<file path="src/rtl/sweep_pkg.sv">
package sweep_pkg;
  typedef enum logic [1:0] {ST_IDLE, ST_REQ, ST_GAP} st_e;
  localparam logic CMD_SEEK = 1'b0;
  localparam logic CMD_READ = 1'b1;
endpackage

</file>
<file path="src/rtl/sweep_addr_walk.sv">
module sweep_addr_walk #(
  parameter int N_SECT = 12,
  parameter int N_HEAD = 2,
  parameter int N_CYL  = 203,
  localparam int SECT_W = $clog2(N_SECT),
  localparam int HEAD_W = (N_HEAD > 1) ? $clog2(N_HEAD) : 1,
  localparam int CYL_W  = $clog2(N_CYL),
  localparam int LIN_W  = $clog2(N_SECT * N_HEAD * N_CYL)
) (
  input  logic              clk_i,
  input  logic              rst_ni,
  input  logic              clr_i,
  input  logic              adv_i,
  output logic [CYL_W-1:0]  cyl_o,
  output logic [HEAD_W-1:0] head_o,
  output logic [SECT_W-1:0] sect_o,
  output logic [LIN_W-1:0]  lin_o,
  output logic              cyl_step_o,
  output logic              last_o
);
  logic [CYL_W-1:0]  cyl_q;
  logic [HEAD_W-1:0] head_q;
  logic [SECT_W-1:0] sect_q;
  logic [LIN_W-1:0]  lin_q;
  logic sect_last, head_last, cyl_last;

  assign sect_last = (sect_q == SECT_W'(N_SECT - 1));
  assign head_last = (head_q == HEAD_W'(N_HEAD - 1));
  assign cyl_last  = (cyl_q == CYL_W'(N_CYL - 1));

  always_ff @(posedge clk_i or negedge rst_ni) begin
    if (!rst_ni) begin
      cyl_q  <= '0;
      head_q <= '0;
      sect_q <= '0;
      lin_q  <= '0;
    end else if (clr_i) begin
      cyl_q  <= '0;
      head_q <= '0;
      sect_q <= '0;
      lin_q  <= '0;
    end else if (adv_i) begin
      lin_q <= lin_q + LIN_W'(1);
      if (sect_last) begin
        sect_q <= '0;
        if (head_last) begin
          head_q <= '0;
          cyl_q  <= cyl_q + CYL_W'(1);
        end else begin
          head_q <= head_q + HEAD_W'(1);
        end
      end else begin
        sect_q <= sect_q + SECT_W'(1);
      end
    end
  end

  assign cyl_o      = cyl_q;
  assign head_o     = head_q;
  assign sect_o     = sect_q;
  assign lin_o      = lin_q;
  assign cyl_step_o = sect_last & head_last;
  assign last_o     = sect_last & head_last & cyl_last;

  p_sect_range_r2: assert property (@(posedge clk_i) disable iff (!rst_ni)
    sect_q < SECT_W'(N_SECT));
  p_cyl_range_r2: assert property (@(posedge clk_i) disable iff (!rst_ni)
    cyl_q < CYL_W'(N_CYL));
  p_sect_wrap_r2: assert property (@(posedge clk_i) disable iff (!rst_ni)
    adv_i && !clr_i && sect_last |=> sect_q == '0);
endmodule

</file>
<file path="src/rtl/sweep_err_track.sv">
module sweep_err_track #(
  parameter int LIN_W = 13,
  parameter int CNT_W = 13
) (
  input  logic             clk_i,
  input  logic             rst_ni,
  input  logic             clr_i,
  input  logic             hit_i,
  input  logic [LIN_W-1:0] idx_i,
  output logic             flag_o,
  output logic [LIN_W-1:0] idx_o,
  output logic [CNT_W-1:0] cnt_o
);
  always_ff @(posedge clk_i or negedge rst_ni) begin
    if (!rst_ni) begin
      flag_o <= 1'b0;
      idx_o  <= '0;
      cnt_o  <= '0;
    end else begin
      flag_o <= hit_i;
      if (hit_i) idx_o <= idx_i;
      if (clr_i) cnt_o <= '0;
      else if (hit_i) cnt_o <= cnt_o + CNT_W'(1);
    end
  end

  p_err_cnt_step_r8: assert property (@(posedge clk_i) disable iff (!rst_ni)
    flag_o |-> cnt_o == $past(cnt_o) + CNT_W'(1));
endmodule

</file>
<file path="src/rtl/sweep_seq.sv">
module sweep_seq
  import sweep_pkg::*;
#(
  parameter int N_SECT = 12,
  parameter int N_HEAD = 2,
  parameter int N_CYL  = 203,
  localparam int TOTAL  = N_SECT * N_HEAD * N_CYL,
  localparam int SECT_W = $clog2(N_SECT),
  localparam int HEAD_W = (N_HEAD > 1) ? $clog2(N_HEAD) : 1,
  localparam int CYL_W  = $clog2(N_CYL),
  localparam int LIN_W  = $clog2(TOTAL),
  localparam int CNT_W  = $clog2(TOTAL + 1)
) (
  input  logic              clk_i,
  input  logic              rst_ni,
  input  logic              start_i,
  input  logic              halt_on_err_i,
  output logic              req_o,
  output logic              cmd_o,
  output logic [CYL_W-1:0]  cyl_o,
  output logic [HEAD_W-1:0] head_o,
  output logic [SECT_W-1:0] sect_o,
  input  logic              ack_i,
  input  logic              csum_err_i,
  output logic              busy_o,
  output logic              done_o,
  output logic              err_o,
  output logic              sect_err_o,
  output logic [LIN_W-1:0]  err_idx_o,
  output logic [CNT_W-1:0]  err_cnt_o
);
  st_e  state_q;
  logic cmd_q, done_q, err_q;
  logic launch, rd_ack, rd_bad, halt_now, adv;
  logic cyl_step, last;
  logic [LIN_W-1:0] lin;

  assign launch   = (state_q == ST_IDLE) && start_i;
  assign rd_ack   = (state_q == ST_REQ) && ack_i && (cmd_q == CMD_READ);
  assign rd_bad   = rd_ack && csum_err_i;
  assign halt_now = rd_bad && halt_on_err_i;
  assign adv      = rd_ack && !halt_now && !last;

  sweep_addr_walk #(.N_SECT(N_SECT), .N_HEAD(N_HEAD), .N_CYL(N_CYL)) u_walk (
    .clk_i, .rst_ni,
    .clr_i      (launch),
    .adv_i      (adv),
    .cyl_o      (cyl_o),
    .head_o     (head_o),
    .sect_o     (sect_o),
    .lin_o      (lin),
    .cyl_step_o (cyl_step),
    .last_o     (last)
  );

  sweep_err_track #(.LIN_W(LIN_W), .CNT_W(CNT_W)) u_err (
    .clk_i, .rst_ni,
    .clr_i  (launch),
    .hit_i  (rd_bad),
    .idx_i  (lin),
    .flag_o (sect_err_o),
    .idx_o  (err_idx_o),
    .cnt_o  (err_cnt_o)
  );

  always_ff @(posedge clk_i or negedge rst_ni) begin
    if (!rst_ni) begin
      state_q <= ST_IDLE;
      cmd_q   <= CMD_SEEK;
      done_q  <= 1'b0;
      err_q   <= 1'b0;
    end else begin
      unique case (state_q)
        ST_IDLE: if (start_i) begin
          state_q <= ST_REQ;
          cmd_q   <= CMD_SEEK;
          done_q  <= 1'b0;
          err_q   <= 1'b0;
        end
        ST_REQ: if (ack_i) begin
          if (cmd_q == CMD_SEEK) begin
            cmd_q   <= CMD_READ;
            state_q <= ST_GAP;
          end else if (halt_now) begin
            err_q   <= 1'b1;
            state_q <= ST_IDLE;
          end else if (last) begin
            done_q  <= 1'b1;
            state_q <= ST_IDLE;
          end else begin
            cmd_q   <= cyl_step ? CMD_SEEK : CMD_READ;
            state_q <= ST_GAP;
          end
        end
        ST_GAP: state_q <= ST_REQ;
        default: state_q <= ST_IDLE;
      endcase
    end
  end

  assign req_o  = (state_q == ST_REQ);
  assign cmd_o  = cmd_q;
  assign busy_o = (state_q != ST_IDLE);
  assign done_o = done_q;
  assign err_o  = err_q;

  p_req_hold_r5: assert property (@(posedge clk_i) disable iff (!rst_ni)
    req_o && !ack_i |=> req_o && $stable(cmd_o) && $stable(cyl_o) && $stable(head_o) && $stable(sect_o));
  p_gap_after_ack_r5: assert property (@(posedge clk_i) disable iff (!rst_ni)
    req_o && ack_i |=> !req_o);
  p_done_idle_r4: assert property (@(posedge clk_i) disable iff (!rst_ni)
    done_o |-> !busy_o && !err_o);
  p_halt_stops_r6: assert property (@(posedge clk_i) disable iff (!rst_ni)
    req_o && ack_i && cmd_o && csum_err_i && halt_on_err_i |=> !busy_o && err_o);
  p_start_ignored_r10: assert property (@(posedge clk_i) disable iff (!rst_ni)
    busy_o && start_i && !ack_i |=> busy_o && $stable(cyl_o) && $stable(sect_o));
  p_seek_no_flag_r9: assert property (@(posedge clk_i) disable iff (!rst_ni)
    req_o && ack_i && !cmd_o |=> !sect_err_o);
endmodule

</file>
<file path="config.mk">
export PLATFORM = sky130hd
export DESIGN_NAME = sweep_seq
export DESIGN_NICKNAME = d
export VERILOG_FILES = /design/src/rtl/sweep_pkg.sv /design/src/rtl/sweep_addr_walk.sv /design/src/rtl/sweep_err_track.sv /design/src/rtl/sweep_seq.sv
export SDC_FILE = /design/constraint.sdc
export NUM_CORES = 1
export LEC_CHECK = 0
export BUFFER_PORTS_ARGS = -buffer_cell sky130_fd_sc_hd__buf_4
export CAP_MARGIN = 20
export CORE_ASPECT_RATIO = 0.75
export CORE_MARGIN = 1.5
export CORE_UTILIZATION = 55
export DETAILED_ROUTE_END_ITERATION = 8
export PLACE_DENSITY = 0.82
export SETUP_SLACK_MARGIN = 0.1
export SYNTH_ARGS = -nofsm -noshare
export SYNTH_HDL_FRONTEND = slang
export SYNTH_SLANG_ARGS = --single-unit
</file>
<file path="constraint.sdc">
create_clock -name clk_i -period 2.05 [get_ports clk_i]
set_input_delay 0.41 -clock clk_i [delete_from_list [all_inputs] [get_ports clk_i]]
set_output_delay 0.41 -clock clk_i [all_outputs]
set_load 0.005 [all_outputs]
</file>
==> results_dict.tcl, run 1 <==
set metrics [dict create \
    synthSimpleGateAreaFrac_pct 22.4 \
    htreeDepth 3 \
    cp.required_ns 2.32 \
    grt-ovfl-total 0 \
    synthArstFlopShare_pct 100 \
    areaGrowthSynthToFinish_pct 23.8 \
    ios 51 \
    max_freq_ghz 0.525 \
    antenna_left 0 \
    combPwrFrac_pct 21.3 \
    synth_fa_ha_area_share_pct 2.18 \
    seq_power_share_pct 45.4 \
    row_count 22 \
    critPathCaptureType "flip-flop" \
    synth.distinct_cells 43 \
    vias 2395 \
    crit_type "reg -> reg" \
    max-slew-margin-rel_pct 52.0 \
    cpPeakStageDelay_ns 0.44 \
    period_minus_slack_ns 1.91 \
    yosys_warnings 0 \
    grt_use_total_pct 24.5 \
    fin_setup_tns_ns 0 \
    period_share_pct 93.0 \
    final_max_slew_viol_count 0 \
    worstPathMaxFanout 5 \
    syn_area_sq_um 2870 \
    ys.flop_type "dfrtp_1" \
    die_width_um 86.3 \
    design.core.area_sq_um 4950 \
    dieArea_sq_um 5660 \
    routed_via_density 6.00 \
    hold_viol 0 \
    finalNetCount 346 \
    synth_mux_area_share_pct 6.81 \
    cp_slowest_cell "or3_4" \
    gp_congestion 0.813 \
    diodes 0 \
    rr_startpoint "u_walk.sect_o[0]" \
    rsz0062_at_grt "true" \
    synth_edf_count 0 \
    synth_compound_gate_area_share_pct 13.9 \
    grt_max_degree 59 \
    p_leak_nw 1.63 \
    finalWorstSetupSlack_ns 0.144 \
    finalWirelength_mm 6.42 \
    clock_path_buffers 2 \
    numCtsBuffers 9 \
    cts_tree "yes" \
    cp.arrival_ns 2.18 \
    internal_power_mw 2.11 \
    clock-root-buffer "clkbuf_8" \
    antenna_found_initial 0 \
    postSynthCellCount 274 \
    min_path_type "in -> async" \
    synth.yosys.seq_area_share_pct 50.7 \
    p_switching_mw 0.918 \
    pre_cts_ws_ns 0.152 \
    fin_skew_ns 0.00440 \
    clkTransAtPathRegs_ns 0.06 \
    drt_first_pass_iters 4 \
    grt_pass1_vias 2135 \
    initial_core_util_pct 57.8 \
    cts_sinks 58 \
    p_clk_share_pct 33.3 \
    ys_seq_elements 58 \
    drive_above_1_share_pct 29.2 \
    synth_xor_area_share_pct 1.22 \
    tightest_slew_ns 0.719 \
    wl_per_cell_um 16.1 \
    grt_pass1_wl_mm 10.3 \
    crit_chain "ha_2 > nand4b_1 > or3_4 > or4_1 > a21oi_1" \
    avgSynthCellArea_sq_um 10.5 \
    vdd_drop_max_v 0.000445 \
    power.density_nw_per_um2 854 \
    hpwl_mm 4.33 \
    synth_nets 285 \
    synth_top_family_by_area "simple AND/OR/NAND/NOR gates" \
    die_h_um 65.5 \
    nFillCells 371 \
    clock_latency_ns 0.34 \
    drc 0 \
    port-buffer-count 50 \
    p_total_mw 3.03 \
    status "completed" \
    crit_start "u_walk.sect_o[0]" \
    critical_path.startpoint_type "flip-flop" \
    cap_viol_max_count 0 \
    drtIter0Drc 138 \
    swShare_pct 30.3 \
    setup-violations-final 0 \
]
==> stage by stage <==
stage / hold WS [ns] / util (%) / cells / instance area [sq um]
floorplan: 0.114 / - / 274 / 2870
global placement: 0.462 / 67.1 / 381 / 3320
detailed placement: 0.478 / 67.1 / 381 / 3320
CTS: 0.145 / 70.9 / 396 / 3510
global route: 0.188 / 71.6 / 399 / 3550
finish: 0.125 / 71.6 / 399 / 3550
==> power groups by stage <==
stage | Combinational, mW | Sequential (mW) | Clock (mW)
final | 0.646 | 1.38 | 1.01
after global routing | 0.711 | 1.40 | 1.09
after CTS | 0.617 | 1.37 | 1.03
after detailed placement | 0.614 | 1.39 | 0
after global placement | 0.592 | 1.39 | 0
after floorplan | 0.354 | 1.37 | 0
==> flip-flops by register name, indices dropped and copies added, names as in the netlist, 2 cells and up <==
| register | flops |
|---|---|
| state_q | 2 |
| u_err.cnt_o | 13 |
| u_err.idx_o | 13 |
| u_walk.cyl_o | 8 |
| u_walk.lin_o | 13 |
| u_walk.sect_o | 4 |
==> metal layers <==
| metal | vias to the layer above | routed length, um | track usage [%] | share of wire, % |
|---|---|---|---|---|
| met3 | 10 | 376 | 8.17 | 5.9 |
| met5 | - | 0 | 0 | 0 |
| li1 | 1149 | - | - | - |
| met4 | 0 | 58 | 8.06 | 0.90 |
| met1 | 1160 | 2940 | 33.1 | 46 |
| met2 | 76 | 3050 | 37.2 | 47 |
==> repair_timing <==
item,in CTS,in global routing
hold buffers,0,0
setup endpoints to repair,0,10
resized for setup,0,4
buffers inserted,0,3
==> worst paths after layout <==
| kind | to | slack (ns) | cells past startpoint |
|---|---|---|---|
| max | u_walk.cyl_o[6] | 0.14 | 5 |
| min | u_walk.lin_o[0] | 0.12 | 1 |
| max reg2reg | u_walk.cyl_o[6] | 0.14 | 5 |
| min reg2reg | u_err.cnt_o[12] | 0.50 | 1 |
| max in group asynchronous | u_walk.cyl_o[0] | 1.41 | 1 |
| min in group clk_i | state_q[0] | 0.32 | 2 |
==> cell families (layout without fill, tap and decap cells) <==
kind of cell | count (synthesis) | count (layout)
adder cells (fa/ha/maj) | 5 | 5
buffers and inverters | 17 | 82
AND/OR/NAND/NOR | 108 | 108
flip-flops | 58 | 58
multiplexers | 18 | 18
AO/OA/AOI/OAI | 64 | 64
XOR/XNOR | 4 | 4
==> cells in the mapped netlist (5+ instances only) <==
master    number  area [sq um]
nand3_1       16          80.1
nand2b_1       7          43.8
nand4_1        5          31.3
dfrtp_1       58          1450
nor2_1         7          26.3
inv_1          7          26.3
o21ai_0       15          75.1
nor3_1         8          40.0
a21oi_1       25           125
or3_1         11          68.8
mux2i_1        6          60.1
mux2_2        12           135
o31ai_1       11          82.6
or4_1          9          67.6
nand2_1       23          86.3
ha_1           5          62.6
==> cells in the final DEF (no fill, tap or decap), drive strengths merged, types with 3 or more instances in the layout <==
cell type and instances:
nor3 9, nor2 7, or4 9, nand3 17, a21oi 25, buf 60
nand4 8, or3 11, a31o 3, o21ai 15, mux2 12, and2 4
and3 4, ha 5, nand2b 7, o31ai 11, clkbuf 14, mux2i 6
o211ai 4, inv 7, nand2 23, dfrtp 58
==> final cells by class <==
class,instances,area (sq um),area share [%]
Multi-Input combinational cell,199,1340,37.8
Clock inverter,1,7.51,0.212
Inverter,7,26.3,0.740
Tap cell,60,75.1,2.12
Sequential cell,58,1450,40.9
Clock buffer,14,183,5.15
Timing Repair Buffer,60,463,13.0
==> critical path: cells and delay by family, from the launching register on <==
family	cells	cell delay [ns]
and+or+nand+nor	3	1.05
DFF	1	0.41
adders and majority gates	1	0.22
AOI/OAI and AO/OA	1	0.15
(Power assumes the default switching activity.)
==> run 2: changes to the inputs <==
Settings changed: CELL_PAD_IN_SITES_DETAIL_PLACEMENT from default to 0, CELL_PAD_IN_SITES_GLOBAL_PLACEMENT from default to 1, CORE_UTILIZATION 55 to 43.
==> run 2 against run 1 <==
Compared with the run above: register-to-register slack is essentially flat; hold slack gained 0.19 ns; clock skew grew 0.0020 ns; sequential power is essentially flat; non-clock buffer count grew 5; clock power is essentially flat; critical path depth grew 2; core utilization shrank 15 points.
==> results_dict.tcl, run 2 (synthesized netlist as in run 1, its figures left out) <==
set metrics [dict create \
    status "completed" \
    layout_common_cells "62 x buf_4, 58 x dfrtp_1, 25 x a21oi_1" \
    crit_type "reg -> reg" \
    hp-start "start_i" \
    design.core.area_sq_um 6380 \
    grt_pass1_vias 2198 \
    tightest_slew_ns 0.650 \
    hold_viol 0 \
    dieArea_sq_um 7170 \
    cts_sinks 58 \
    die_h_um 73.7 \
    areaGrowthSynthToFinish_pct 26.5 \
    cts_tree "yes" \
    finalNetCount 351 \
    diodes 0 \
    vias 2377 \
    fin_cells 425 \
    cap_viol_max_count 0 \
    htreeDepth 3 \
    die_width_um 97.3 \
    finalWorstSetupSlack_ns 0.156 \
    period_minus_slack_ns 1.89 \
    drc 0 \
    clock_path_buffers 2 \
    clock_latency_ns 0.33 \
    crit_chain "ha_2 > nand4b_1 > buf_4 > nor3_2 > buf_12 > or4_1 > a21oi_1" \
    drive_above_1_share_pct 29.9 \
    hpwl_mm 4.31 \
    final_common_cell "buf_4" \
    grt_pass1_wl_mm 10.9 \
    min_path_type "in -> reg" \
    row_count 25 \
    cp_slowest_cell "or4_1" \
    finalWirelength_mm 6.51 \
    critical_path.startpoint_type "flip-flop" \
    grt_use_total_pct 19.4 \
    fin_setup_tns_ns 0 \
    ios 51 \
    place_area_sq_um 3370 \
    max-slew-margin-rel_pct 56.6 \
    initial_core_util_pct 44.9 \
    crit_start "u_walk.sect_o[0]" \
    cp.required_ns 2.31 \
    antenna_found_initial 0 \
    antenna_left 0 \
    port-buffer-count 50 \
    numCtsBuffers 9 \
    power.density_nw_per_um2 833 \
    drt_first_pass_iters 4 \
    setup-violations-final 0 \
    drtIter0Drc 172 \
    clkTransAtPathRegs_ns 0.06 \
    rr_startpoint "u_walk.sect_o[0]" \
    cpPeakStageDelay_ns 0.50 \
    grt_max_degree 29 \
    pre_cts_ws_ns 0.0960 \
    gp_congestion 0.748 \
    wl_per_cell_um 15.3 \
    p_leak_nw 1.66 \
    cp.arrival_ns 2.15 \
    worstPathMaxFanout 27 \
    period_share_pct 92.4 \
    dp.cells 403 \
    fin_area_sq_um 3620 \
    routed_via_density 5.59 \
    vdd_drop_max_v 0.000305 \
    final_max_slew_viol_count 0 \
    critPathCaptureType "flip-flop" \
    fin_skew_ns 0.00636 \
    grt-ovfl-total 0 \
    rsz0062_at_grt "true" \
    max_freq_ghz 0.528 \
    clock-root-buffer "clkbuf_8" \
]
run 2: repair_timing:
item	CTS	global route
endpoints found under the hold margin	5	0
resized for setup	0	3
hold buffers	1	0
setup buffers	1	5
setup endpoints to repair	1	13
pin swaps	1	5
run 2: critical path, delay by kind of cell (launching register included):
family          cells  cell delay [ns]
compound gates      1             0.13
fa+ha+maj           1             0.23
buf+inv             2             0.31
flops               1             0.41
simple gates        3             0.72
run 2: final cells by class:
class	count	area, sq um
clock buffer	13	179
timing repair buffer	65	515
multi-input combinational	199	1340
fill	594	2760
tap	81	101
inverter	7	26.3
clock inverter	2	10.0
sequential	58	1450
run 2: path summary, 6_finish.rpt:
kind	to	depth (start not counted)	slack (ns)
min in group asynchronous	state_q[0]	2	0.54
hold / removal	state_q[0]	2	0.32
setup / recovery	u_walk.cyl_o[6]	7	0.16
max in group asynchronous	u_walk.sect_o[2]	3	1.03
setup reg to reg	u_walk.cyl_o[6]	7	0.16
hold reg to reg	u_err.idx_o[11]	2	0.48
run 2: per-layer routing:
metal	up-vias	wire length (um)	track usage [%]
met2	64	2830	29.1
met4	0	36	6.03
met3	4	387	5.33
met1	1154	3260	27.5
li1	1155	-	-
met5	-	0	0
run 2: metrics by stage:
stage / utilization [%] / hold WS (ns) / total power, mW
after floorplan: - / 0.114 / 1.73
after global placement: 52.8 / 0.354 / 2.00
after detailed placement: 52.8 / 0.358 / 2.02
after CTS: 56.1 / 0.298 / 3.02
after global routing: 56.8 / 0.324 / 3.20
final: 56.8 / 0.317 / 3.02
run 2: power by group:
group          switching [mW]  leakage (nW)  internal, mW
clock network           0.428         0.101         0.560
logic                   0.353         0.761         0.305
registers               0.124         0.799          1.25
